### config.mk
export PLATFORM = sky130hd
export DESIGN_NAME = prod_xfer_unit
export DESIGN_NICKNAME = d
export VERILOG_FILES = /design/src/rtl/prod_xfer_pkg.sv /design/src/rtl/prod_xfer_decode.sv /design/src/rtl/prod_xfer_round.sv /design/src/rtl/prod_xfer_flags.sv /design/src/rtl/prod_xfer_unit.sv
export SDC_FILE = /design/constraint.sdc
export NUM_CORES = 1
export LEC_CHECK = 0
export BUFFER_PORTS_ARGS = -buffer_cell sky130_fd_sc_hd__clkbuf_2
export CAP_MARGIN = 10
export CORE_ASPECT_RATIO = 0.7
export CORE_UTILIZATION = 30
export DETAILED_ROUTE_END_ITERATION = 8
export GPL_TIMING_DRIVEN = 0
export PLACE_DENSITY = 0.49
export SYNTH_ARGS = -nofsm -noshare
export SYNTH_HDL_FRONTEND = slang
export SYNTH_SLANG_ARGS = --single-unit
### constraint.sdc
create_clock -name clk -period 5.73 [get_ports clk]
set_input_delay 0 -clock clk [delete_from_list [all_inputs] [get_ports clk]]
set_output_delay 0 -clock clk [all_outputs]
set_load 0.005 [all_outputs]
### src/rtl/prod_xfer_pkg.sv
// Package: shared operation kinds and the flag bundle for the transfer unit.
// Assumes: flags are produced together and registered as one group.
package prod_xfer_pkg;

    typedef enum logic [2:0] {
        XK_NONE   = 3'd0,
        XK_MOVE   = 3'd1,
        XK_NEG    = 3'd2,
        XK_RND    = 3'd3,
        XK_ADDSEC = 3'd4,
        XK_ADDACC = 3'd5,
        XK_TEST   = 3'd6
    } xfer_kind_e;

    typedef struct packed {
        logic zero;
        logic sign;
        logic above;
        logic t2eq;
        logic carry;
        logic ovf;
    } xfer_flags_t;

endpackage

### src/rtl/prod_xfer_decode.sv
// Module: opcode decoder. Maps the upper opcode byte to a transfer kind and
// the destination select (bit 0). Assumes the byte is instruction bits 15:8.
module prod_xfer_decode
    import prod_xfer_pkg::*;
(
    input  logic [7:0]  opc,
    output xfer_kind_e  kind,
    output logic        dst
);

    // Purpose: classify the opcode; anything unlisted maps to XK_NONE.
    always_comb begin
        kind = XK_NONE;
        dst  = opc[0];
        if (opc[7:1] == 7'b0110111) begin
            kind = XK_MOVE;
        end else if (opc[7:1] == 7'b0111111) begin
            kind = XK_NEG;
        end else if (opc[7:1] == 7'b1111111) begin
            kind = XK_RND;
        end else if (opc[7:2] == 6'b111110) begin
            kind = XK_ADDSEC;
        end else if (opc == 8'b1000_0101) begin
            kind = XK_TEST;
        end else if ((opc[7:4] == 4'b1001) || (opc[7:5] == 3'b110)) begin
            case (opc[2:1])
                2'b10:   kind = XK_ADDACC;
                2'b11:   kind = XK_MOVE;
                2'b01:   kind = XK_RND;
                default: kind = XK_NONE;
            endcase
        end
    end

endmodule

### src/rtl/prod_xfer_round.sv
// Module: round-to-nearest-even at bit CUT, clearing bits CUT-1:0.
// Assumes the value wraps modulo 2^W when rounding up at the top.
module prod_xfer_round #(
    parameter int W   = 40,
    parameter int CUT = 16
) (
    input  logic [W-1:0] val,
    output logic [W-1:0] rnd
);

    localparam logic [W-1:0] HALF_M1 = {{(W-CUT+1){1'b0}}, {(CUT-1){1'b1}}};

    logic [W-1:0] biased;

    // Purpose: bias by half-minus-one plus the keep-LSB, then drop low bits.
    always_comb begin
        biased = val + HALF_M1 + {{(W-1){1'b0}}, val[CUT]};
        rnd    = {biased[W-1:CUT], {CUT{1'b0}}};
    end

endmodule

### src/rtl/prod_xfer_flags.sv
// Module: status flag generator from a W-bit result plus carry/overflow.
// Assumes MID is the width of the narrow signed range tested by 'above'.
module prod_xfer_flags
    import prod_xfer_pkg::*;
#(
    parameter int W   = 40,
    parameter int MID = 32
) (
    input  logic [W-1:0] res,
    input  logic         carry,
    input  logic         ovf,
    output xfer_flags_t  fl
);

    localparam int TOP_N = W - MID + 1;

    logic [TOP_N-1:0] top_bits;

    // Purpose: derive each flag from the result bits.
    always_comb begin
        top_bits = res[W-1:MID-1];
        fl.zero  = (res == '0);
        fl.sign  = res[W-1];
        fl.above = !((top_bits == '0) || (top_bits == '1));
        fl.t2eq  = (res[MID-1] == res[MID-2]);
        fl.carry = carry;
        fl.ovf   = ovf;
    end

endmodule

### src/rtl/prod_xfer_unit.sv
// Module: product-to-accumulator transfer unit (top). Computes the transfer
// result for one opcode and registers data, destination and flags.
// Assumes prod_i is the product from before any multiply issued this step.
module prod_xfer_unit
    import prod_xfer_pkg::*;
#(
    parameter int ACC_W = 40,
    parameter int SEC_W = 32,
    parameter int CUT_W = 16,
    parameter int MID_W = 32
) (
    input  logic             clk,
    input  logic             rst_n,
    input  logic             in_valid_i,
    input  logic [7:0]       opc_i,
    input  logic [ACC_W-1:0] prod_i,
    input  logic [ACC_W-1:0] acc0_i,
    input  logic [ACC_W-1:0] acc1_i,
    input  logic [SEC_W-1:0] sec_i,
    output logic             out_valid_o,
    output logic             acc_we_o,
    output logic             acc_dst_o,
    output logic [ACC_W-1:0] acc_data_o,
    output logic             flag_zero_o,
    output logic             flag_sign_o,
    output logic             flag_above_o,
    output logic             flag_t2eq_o,
    output logic             flag_carry_o,
    output logic             flag_ovf_o
);

    localparam int               EXT_W    = ACC_W - SEC_W;
    localparam logic [ACC_W-1:0] LOW_MASK = {{(ACC_W-CUT_W){1'b0}}, {CUT_W{1'b1}}};

    xfer_kind_e       kind;
    logic             dst;
    logic [ACC_W-1:0] acc_sel;
    logic [ACC_W-1:0] prod_rnd;
    logic [ACC_W-1:0] sec_ext;
    logic [ACC_W:0]   sum_acc;
    logic [ACC_W-1:0] res;
    logic             res_c;
    logic             res_v;
    logic             recog;
    logic             writes;
    xfer_flags_t      fl_next;
    xfer_flags_t      fl_q;

    prod_xfer_decode u_dec (
        .opc  (opc_i),
        .kind (kind),
        .dst  (dst)
    );

    prod_xfer_round #(.W(ACC_W), .CUT(CUT_W)) u_rnd (
        .val (prod_i),
        .rnd (prod_rnd)
    );

    // Purpose: pick operands for the add forms.
    always_comb begin
        acc_sel = dst ? acc1_i : acc0_i;
        sec_ext = {{EXT_W{sec_i[SEC_W-1]}}, sec_i} & ~LOW_MASK;
        sum_acc = {1'b0, acc_sel} + {1'b0, prod_i};
    end

    // Purpose: select the result, carry and overflow for the decoded kind.
    always_comb begin
        res   = prod_i;
        res_c = 1'b0;
        res_v = 1'b0;
        case (kind)
            XK_NEG:    res = -prod_i;
            XK_RND:    res = prod_rnd;
            XK_ADDSEC: begin
                res   = prod_rnd + sec_ext;
                res_c = (prod_i > res);
            end
            XK_ADDACC: begin
                res   = sum_acc[ACC_W-1:0];
                res_c = sum_acc[ACC_W];
                res_v = (acc_sel[ACC_W-1] == prod_i[ACC_W-1]) &&
                        (res[ACC_W-1] != prod_i[ACC_W-1]);
            end
            default:   res = prod_i;
        endcase
        recog  = in_valid_i && (kind != XK_NONE);
        writes = recog && (kind != XK_TEST);
    end

    prod_xfer_flags #(.W(ACC_W), .MID(MID_W)) u_flg (
        .res   (res),
        .carry (res_c),
        .ovf   (res_v),
        .fl    (fl_next)
    );

    // Purpose: register the handshake and the write enable every cycle.
    always_ff @(posedge clk) begin
        if (!rst_n) begin
            out_valid_o <= 1'b0;
            acc_we_o    <= 1'b0;
        end else begin
            out_valid_o <= recog;
            acc_we_o    <= writes;
        end
    end

    // Purpose: capture data, destination and flags only on recognised ops.
    always_ff @(posedge clk) begin
        if (!rst_n) begin
            acc_dst_o  <= 1'b0;
            acc_data_o <= '0;
            fl_q       <= '0;
        end else if (recog) begin
            acc_dst_o  <= dst;
            acc_data_o <= res;
            fl_q       <= fl_next;
        end
    end

    assign flag_zero_o  = fl_q.zero;
    assign flag_sign_o  = fl_q.sign;
    assign flag_above_o = fl_q.above;
    assign flag_t2eq_o  = fl_q.t2eq;
    assign flag_carry_o = fl_q.carry;
    assign flag_ovf_o   = fl_q.ovf;

endmodule

==> results of run 1 <==
[metal layers]
layer	wire, microns	track usage, %
met3	4373	6.538
met4	442	3.328
met2	14990	34.90
met1	20410	41.40
met5	0	0
[sequential cells by signal, summed over array words and instances, names as in the netlist]
| register | count |
|---|---|
| acc_dst_o | 1 |
| flag_t2eq_o | 1 |
| acc_we_o | 1 |
| flag_above_o | 1 |
| flag_carry_o | 1 |
| flag_zero_o | 1 |
| flag_ovf_o | 1 |
| out_valid_o | 1 |
| acc_data_o | 40 |
[synthesized netlist by cell type (17+ instances only)]
master	instances
xor2_1	38
a21o_1	31
nor2_1	116
a21oi_1	101
nand3_1	34
ha_1	89
dfxtp_1	48
nor3_1	53
inv_1	24
xnor2_1	50
o21ai_0	63
a31oi_1	17
nand4_1	33
mux2_2	40
clkbuf_1	72
a211oi_1	29
nand2_1	96
[worst min-delay path, stage by stage]
cell	delay [ns]
clkbuf_2	0.12
nand2b_1	0.13
o31a_1	0.14
[repair_timing]
item	in CTS	in global routing
pin swaps	1	2
buffers inserted	1	1
gates cloned	0	0
hold buffers	0	0
endpoints found under the setup margin	2	2
resized for setup	16	25
hold endpoints to repair	0	0
[layout make-up]
| cell class | count | area share (%) |
|---|---|---|
| Buffer | 72 | 2.739 |
| Clock inverter | 1 | 0.2858 |
| Tap cell | 371 | 4.418 |
| Timing Repair Buffer | 196 | 9.383 |
| Inverter | 24 | 0.8573 |
| Sequential cell | 48 | 9.145 |
| Multi-Input combinational cell | 1067 | 71.72 |
| Clock buffer | 7 | 1.453 |
[kinds of logic (layout without fill, tap and decap cells)]
kind of cell	Yosys count	in the layout	share of synthesized area, %
AND/OR/NAND/NOR	448	448	26.02
AO/OA/AOI/OAI	388	388	29.90
buffers and inverters	104	300	4.525
adder cells (fa/ha/maj)	91	91	13.20
XOR/XNOR	88	88	8.821
multiplexers	52	52	6.530
flip-flops	48	48	11.00
[power groups by stage]
stage                     logic, mW  registers, mW  clock network, mW
after floorplan               0.672          0.379                  0
after global placement         1.03          0.381                  0
after detailed placement       1.04          0.381                  0
after CTS                      1.05          0.374              0.356
after global routing           1.19          0.377              0.369
final                          1.09          0.374              0.354
[worst max-delay path by stage]
stage               slack, ns  cells past startpoint                        end
floorplan                0.96                     21   flag_zero_o$_SDFFE_PN0P_
global placement        -1.16                     20  flag_carry_o$_SDFFE_PN0P_
detailed placement      -0.99                     20  flag_carry_o$_SDFFE_PN0P_
CTS                     0.004                     19   flag_zero_o$_SDFFE_PN0P_
global route            -0.06                     25  flag_carry_o$_SDFFE_PN0P_
finish                   0.29                     23  flag_carry_o$_SDFFE_PN0P_
[per-stage QoR]
step / power [mW] / hold WS [ns] / instance area, sq um
floorplan: 1.051 / 0.1937 / 8737
global placement: 1.415 / 0.3739 / 10170
detailed placement: 1.418 / 0.3725 / 10170
CTS: 1.781 / 0.1394 / 10440
global route: 1.932 / 0.1501 / 10510
finish: 1.814 / 0.1461 / 10510
[cells in the final DEF, fill, tap and decap left out, types with 31 or more instances in the layout]
cell        n
clkbuf_2  200
a21o_1     31
nor2_1    114
o21ai_0    62
mux2_2     40
nand2_1    96
ha_1       89
clkbuf_1   59
a21oi_1   100
xnor2_1    50
dfxtp_1    48
nand3_1    33
xor2_1     36
nand4_1    33
nor3_1     49
==> impl_metrics.ini, run 1 <==
[floorplan]
full_die_area_sq_mm = 0.02982
chipWidth_microns = 206.0
initial_core_util_pct = 30.98
io_pins = 212
std_cell_rows = 51
core_area_sq_mm = 0.02820
die_h_microns = 144.8

[clock_tree]
numClockSinks = 48
h-tree-depth = 2
cts_buffers = 5
clock_path_buffers = 2
worst_skew_late_latency_ns = 0.28
root_buffer = clkbuf_16
cts_tree = done
cts.reportedPaths.clkPinSlew_ns = 0.06

[worst_setup_path]
crit_top_cell = a21oi_1
critPathBufInv = 1
critPathCaptureType = flop
cp-startpoint = prod_i[3]
rr_worst_depth = 3
crit_chain = clkbuf_2 -> nor4_4 -> nand3_4 -> o21ai_0 -> mux2i_1 -> ha_1 -> fa_1 -> a21o_1 -> a221oi_4 -> nor2_1 -> a211o_1 -> a21o_1 -> a21oi_1 -> xor2_2 -> ha_1 -> and4_1 -> a21oi_1 -> nand2_1 -> a221o_1 -> a221oi_1 -> o21ai_0 -> a31oi_1 -> a21oi_1
critical-path-top-delay-family = compound AO/OA/AOI/OAI gates
r2r_end = flag_above_o$_SDFFE_PN0P_
worst_ep_arrival_time_ns = 5.59
crit_path_kind = input pin to flop
required_ns = 5.88
timing.critical_path.fanout_max = 8
worst_path_max_delay_cell = nor4_4
startpoint_type = input pin
timing.reg2reg.setup_slack_ns = 4.78
timing.critical_path.slowest_cell_delay_ns = 0.47
regToRegStartpoint = flag_above_o$_SDFFE_PN0P_

[synth]
ys_dominant_reg_cell = dfxtp_1
cell_accounting_for_the_most_synthesized_area = ha_1
synth_enable_flop_cells = 0
average_cell_area_after_synthesis_sq_um = 7.167
yosysWarningCount = 0
netlist_top_cells_area = ha_1 13%, dfxtp_1 11%, a21oi_1 5.8%
synthesized_flop_and_latch_total = 48
synthesis.instances = 1219
syn_nets = 1473
netlist.area_leader.share_pct = 12.75
ys_seq_area_share_pct = 11.00
mappedNetlistArea_sq_mm = 0.008737
ffs_w_async_s_r_synth_pct = 0
yosys.cell_types.count = 78

[hold_path]
source_of_the_worst_hold_timing_path = opc_i[3]
worstHoldPathType = input pin to flop
holdPathStages = 3
whs_endpoint = acc_we_o$_SDFF_PN0_

[sta]
setup_slack_ns = 0.2921
setup_total_negative_slack_ns = 0
grt_setup_unrepaired = yes
slew_headroom_pct = 13.87
timing.clock.skew_ns = 0
final.period_utilization_pct = 94.90
setup-violations-final = 0
achievable-frequency_ghz = 0.1839
timing.final.hold_violations = 0
post_route_minimum_period_ns = 5.438
worst_pin_slew_ns = 1.284
timing_max_transition_violations_final = 0

[placed_design]
placedCellCount = 1784
numPortBuffers = 193
detailed_place_hpwl_microns = 33670
gpl.final_weighted_congestion = 0.9831
place_worst_setup_slack_ns = -0.9935

[detailed_routing]
antenna_violating_nets_post_route = 0
route.detailed.drc = 0
drt_wl_total_microns = 40210
via_density_per_instance = 5.926
route.vias.total = 10580
drt-wirelength-per-cell_microns = 22.52
detailedRoute.firstIterationViolations = 1062
detailedRoute.firstPassIterationCount = 6

[global_route]
globalRoute.totalOverflow = 0
vias_in_the_first_global_route = 9450
grt_first_pass_wirelength_microns = 58830
grt_antenna_before_repair = 0
grt_util_all_layers_pct = 26.17
grt_max_degree = 15

[cells_and_area]
multi_input_area_sq_mm = 0.007536
num-fill-cells = 3115
instances_no_fill = 1786
area_growth_from_synthesis_to_final_layout_pct = 20.26
regArea_sq_um = 960.9
n_antenna_cell = 0
layout-drive-gt1-share_pct = 20.71
num-nets-final = 1668
post-route-util_pct = 37.25

[power_and_ir_drop]
comb_power_share_pct = 59.9
design_internal_power_mw = 0.9975
p_sw_share_pct = 45.01
seq_power_share_pct = 20.6
p_switching_mw = 0.8164
clock_power_share_pct = 19.5
power.static_leakage_nw = 4.379
worst_vdd_drop_uv = 129.6
power_density_mw_per_mm2 = 172.6

[run]
maxCapViolations = 0

[run_status]
run_status = finished clean
(Power assumes the default switching activity.)
==> inputs of run 2 (changes only) <==
--- a/config.mk
+++ b/config.mk
@@ -5,13 +5,13 @@
 export SDC_FILE = /design/constraint.sdc
 export NUM_CORES = 1
 export LEC_CHECK = 0
-export BUFFER_PORTS_ARGS = -buffer_cell sky130_fd_sc_hd__clkbuf_2
 export CAP_MARGIN = 10
 export CORE_ASPECT_RATIO = 0.7
 export CORE_UTILIZATION = 30
 export DETAILED_ROUTE_END_ITERATION = 8
+export DONT_BUFFER_PORTS = 1
 export GPL_TIMING_DRIVEN = 0
-export PLACE_DENSITY = 0.49
+export PLACE_DENSITY = 0.43
 export SYNTH_ARGS = -nofsm -noshare
 export SYNTH_HDL_FRONTEND = slang
 export SYNTH_SLANG_ARGS = --single-unit
==> impl_metrics.ini, run 2 (synthesis results as in run 1) <==
[run_status]
run_status = finished clean

[cells_and_area]
largest_register = acc_data_o
num-nets-final = 1490
instances_no_fill = 1608
layout-drive-gt1-share_pct = 8.650
most-common-layout-cells = 115 x nor2_1, 100 x a21oi_1, 96 x nand2_1
layout.cells.most_common = nor2_1
final_area_sq_mm = 0.009617
largest_reg_flops = 40
area_growth_from_synthesis_to_final_layout_pct = 10.07
n_antenna_cell = 0
post-route-util_pct = 34.10

[sta]
final.period_utilization_pct = 93.59
worst_pin_slew_ns = 1.126
post_route_minimum_period_ns = 5.363
achievable-frequency_ghz = 0.1865
setup-violations-final = 0
setup_slack_ns = 0.3672
grt_setup_unrepaired = no
timing_max_transition_violations_final = 0
slew_headroom_pct = 23.86
timing.final.hold_violations = 0
timing.clock.skew_ns = 0

[worst_setup_path]
worst_ep_arrival_time_ns = 5.52
crit_chain = nor3_2 -> nand3_2 -> o21ai_0 -> mux2i_1 -> ha_1 -> fa_1 -> a21o_1 -> a221oi_4 -> nor2_1 -> a211o_1 -> a21o_1 -> a21oi_1 -> xor2_1 -> ha_1 -> and4_1 -> a21oi_1 -> nand2_1 -> a221o_1 -> a221oi_2 -> o21ai_0 -> a31oi_2 -> a21oi_1
cp-startpoint = prod_i[6]
worst_path_max_delay_cell = fa_1
crit_path_kind = input pin to flop
timing.reg2reg.setup_slack_ns = 4.82
crit_top_cell = a21oi_1
timing.critical_path.fanout_max = 8
rr_worst_depth = 3
r2r_end = flag_above_o$_SDFFE_PN0P_
regToRegStartpoint = flag_above_o$_SDFFE_PN0P_
critPathCaptureType = flop
timing.critical_path.slowest_cell_delay_ns = 0.41
startpoint_type = input pin
required_ns = 5.88

[floorplan]
std_cell_rows = 51
io_pins = 212
initial_core_util_pct = 30.98
die_h_microns = 144.8
chipWidth_microns = 206.0
full_die_area_sq_mm = 0.02982
core_area_sq_mm = 0.02820

[global_route]
grt_max_degree = 16
grt_first_pass_wirelength_microns = 57820
vias_in_the_first_global_route = 8697
grt_util_all_layers_pct = 26.08
globalRoute.totalOverflow = 0
grt_antenna_before_repair = 0

[placed_design]
detailed_place_hpwl_microns = 33590
placedInstanceArea_sq_mm = 0.009213
gpl.final_weighted_congestion = 0.9440
placedCellCount = 1591
place_worst_setup_slack_ns = -1.086
numPortBuffers = 0

[clock_tree]
cts_buffers = 5
clock_path_buffers = 2
root_buffer = clkbuf_16
cts.reportedPaths.clkPinSlew_ns = 0.06
h-tree-depth = 2
cts_tree = done
worst_skew_late_latency_ns = 0.28
numClockSinks = 48

[detailed_routing]
route.detailed.drc = 0
detailedRoute.firstPassIterationCount = 6
drt_wl_total_microns = 40260
via_density_per_instance = 6.065
detailedRoute.firstIterationViolations = 1003
route.vias.total = 9753
drt-wirelength-per-cell_microns = 25.04
antenna_violating_nets_post_route = 0

[run]
maxCapViolations = 0

[hold_path]
worstHoldPathType = input pin to flop
holdPathStages = 2
whs_endpoint = acc_we_o$_SDFF_PN0_
source_of_the_worst_hold_timing_path = opc_i[6]

[power_and_ir_drop]
power_density_mw_per_mm2 = 176.0
worst_vdd_drop_uv = 149.3
power.static_leakage_nw = 3.599
report.power.total_mw = 1.693
==> run 2: report_power, final <==
| part | switching, mW | total [mW] | internal (mW) |
|---|---|---|---|
| registers | 0.0214 | 0.379 | 0.358 |
| clock network | 0.123 | 0.327 | 0.205 |
| logic | 0.618 | 0.986 | 0.368 |
| total | 0.762 | 1.69 | 0.931 |
==> run 2: through the flow <==
stage	TNS [ns]	hold WS [ns]
6_report	0	0.03860
5_1_grt	0	0.06252
4_1_cts	0	0.05131
3_5_place_dp	-2.160	0.2327
3_3_place_gp	-2.312	0.2261
2_1_floorplan	0	0.1937
==> run 2: critical path: cells and delay by family <==
kind                     cells  cell delay, ns
AND/OR/NAND/NOR              5            0.99
adder cells (fa/ha/maj)      3            0.98
XOR/XNOR                     1            0.33
AO/OA/AOI/OAI               12            3.01
multiplexers                 1            0.19
==> run 2: area by class of cell <==
cell class,count,area [sq um]
fillers,3104,18590
multi-input cells,1067,7528
flip-flops and latches,48,960.9
well taps,371,464.2
plain buffers,80,320.3
clock buffers,5,125.1
inverters,24,90.09
repair buffers,10,85.08
clock inverters,3,42.54
==> run 2: metal layers <==
metal  vias up  GRT usage (%)  wire, microns
met1      4624          40.22          20150
met5         -              0              0
met2       422          34.02          14970
met4         0          3.522            439
li1       4678              -              -
met3        29          9.046           4708
==> run 2: what timing repair did <==
action	in CTS	in global routing
hold buffers	3	0
pin swaps	1	3
setup buffers	0	5
endpoints found under the hold margin	3	0
endpoints found under the setup margin	2	2
gates resized for setup	18	29
==> run 2: worst max path at each step <==
stage / end / depth (start not counted)
floorplan: flag_zero_o$_SDFFE_PN0P_ / 21
global placement: flag_carry_o$_SDFFE_PN0P_ / 23
detailed placement: flag_carry_o$_SDFFE_PN0P_ / 23
CTS: flag_zero_o$_SDFFE_PN0P_ / 21
global route: flag_zero_o$_SDFFE_PN0P_ / 21
finish: flag_carry_o$_SDFFE_PN0P_ / 22
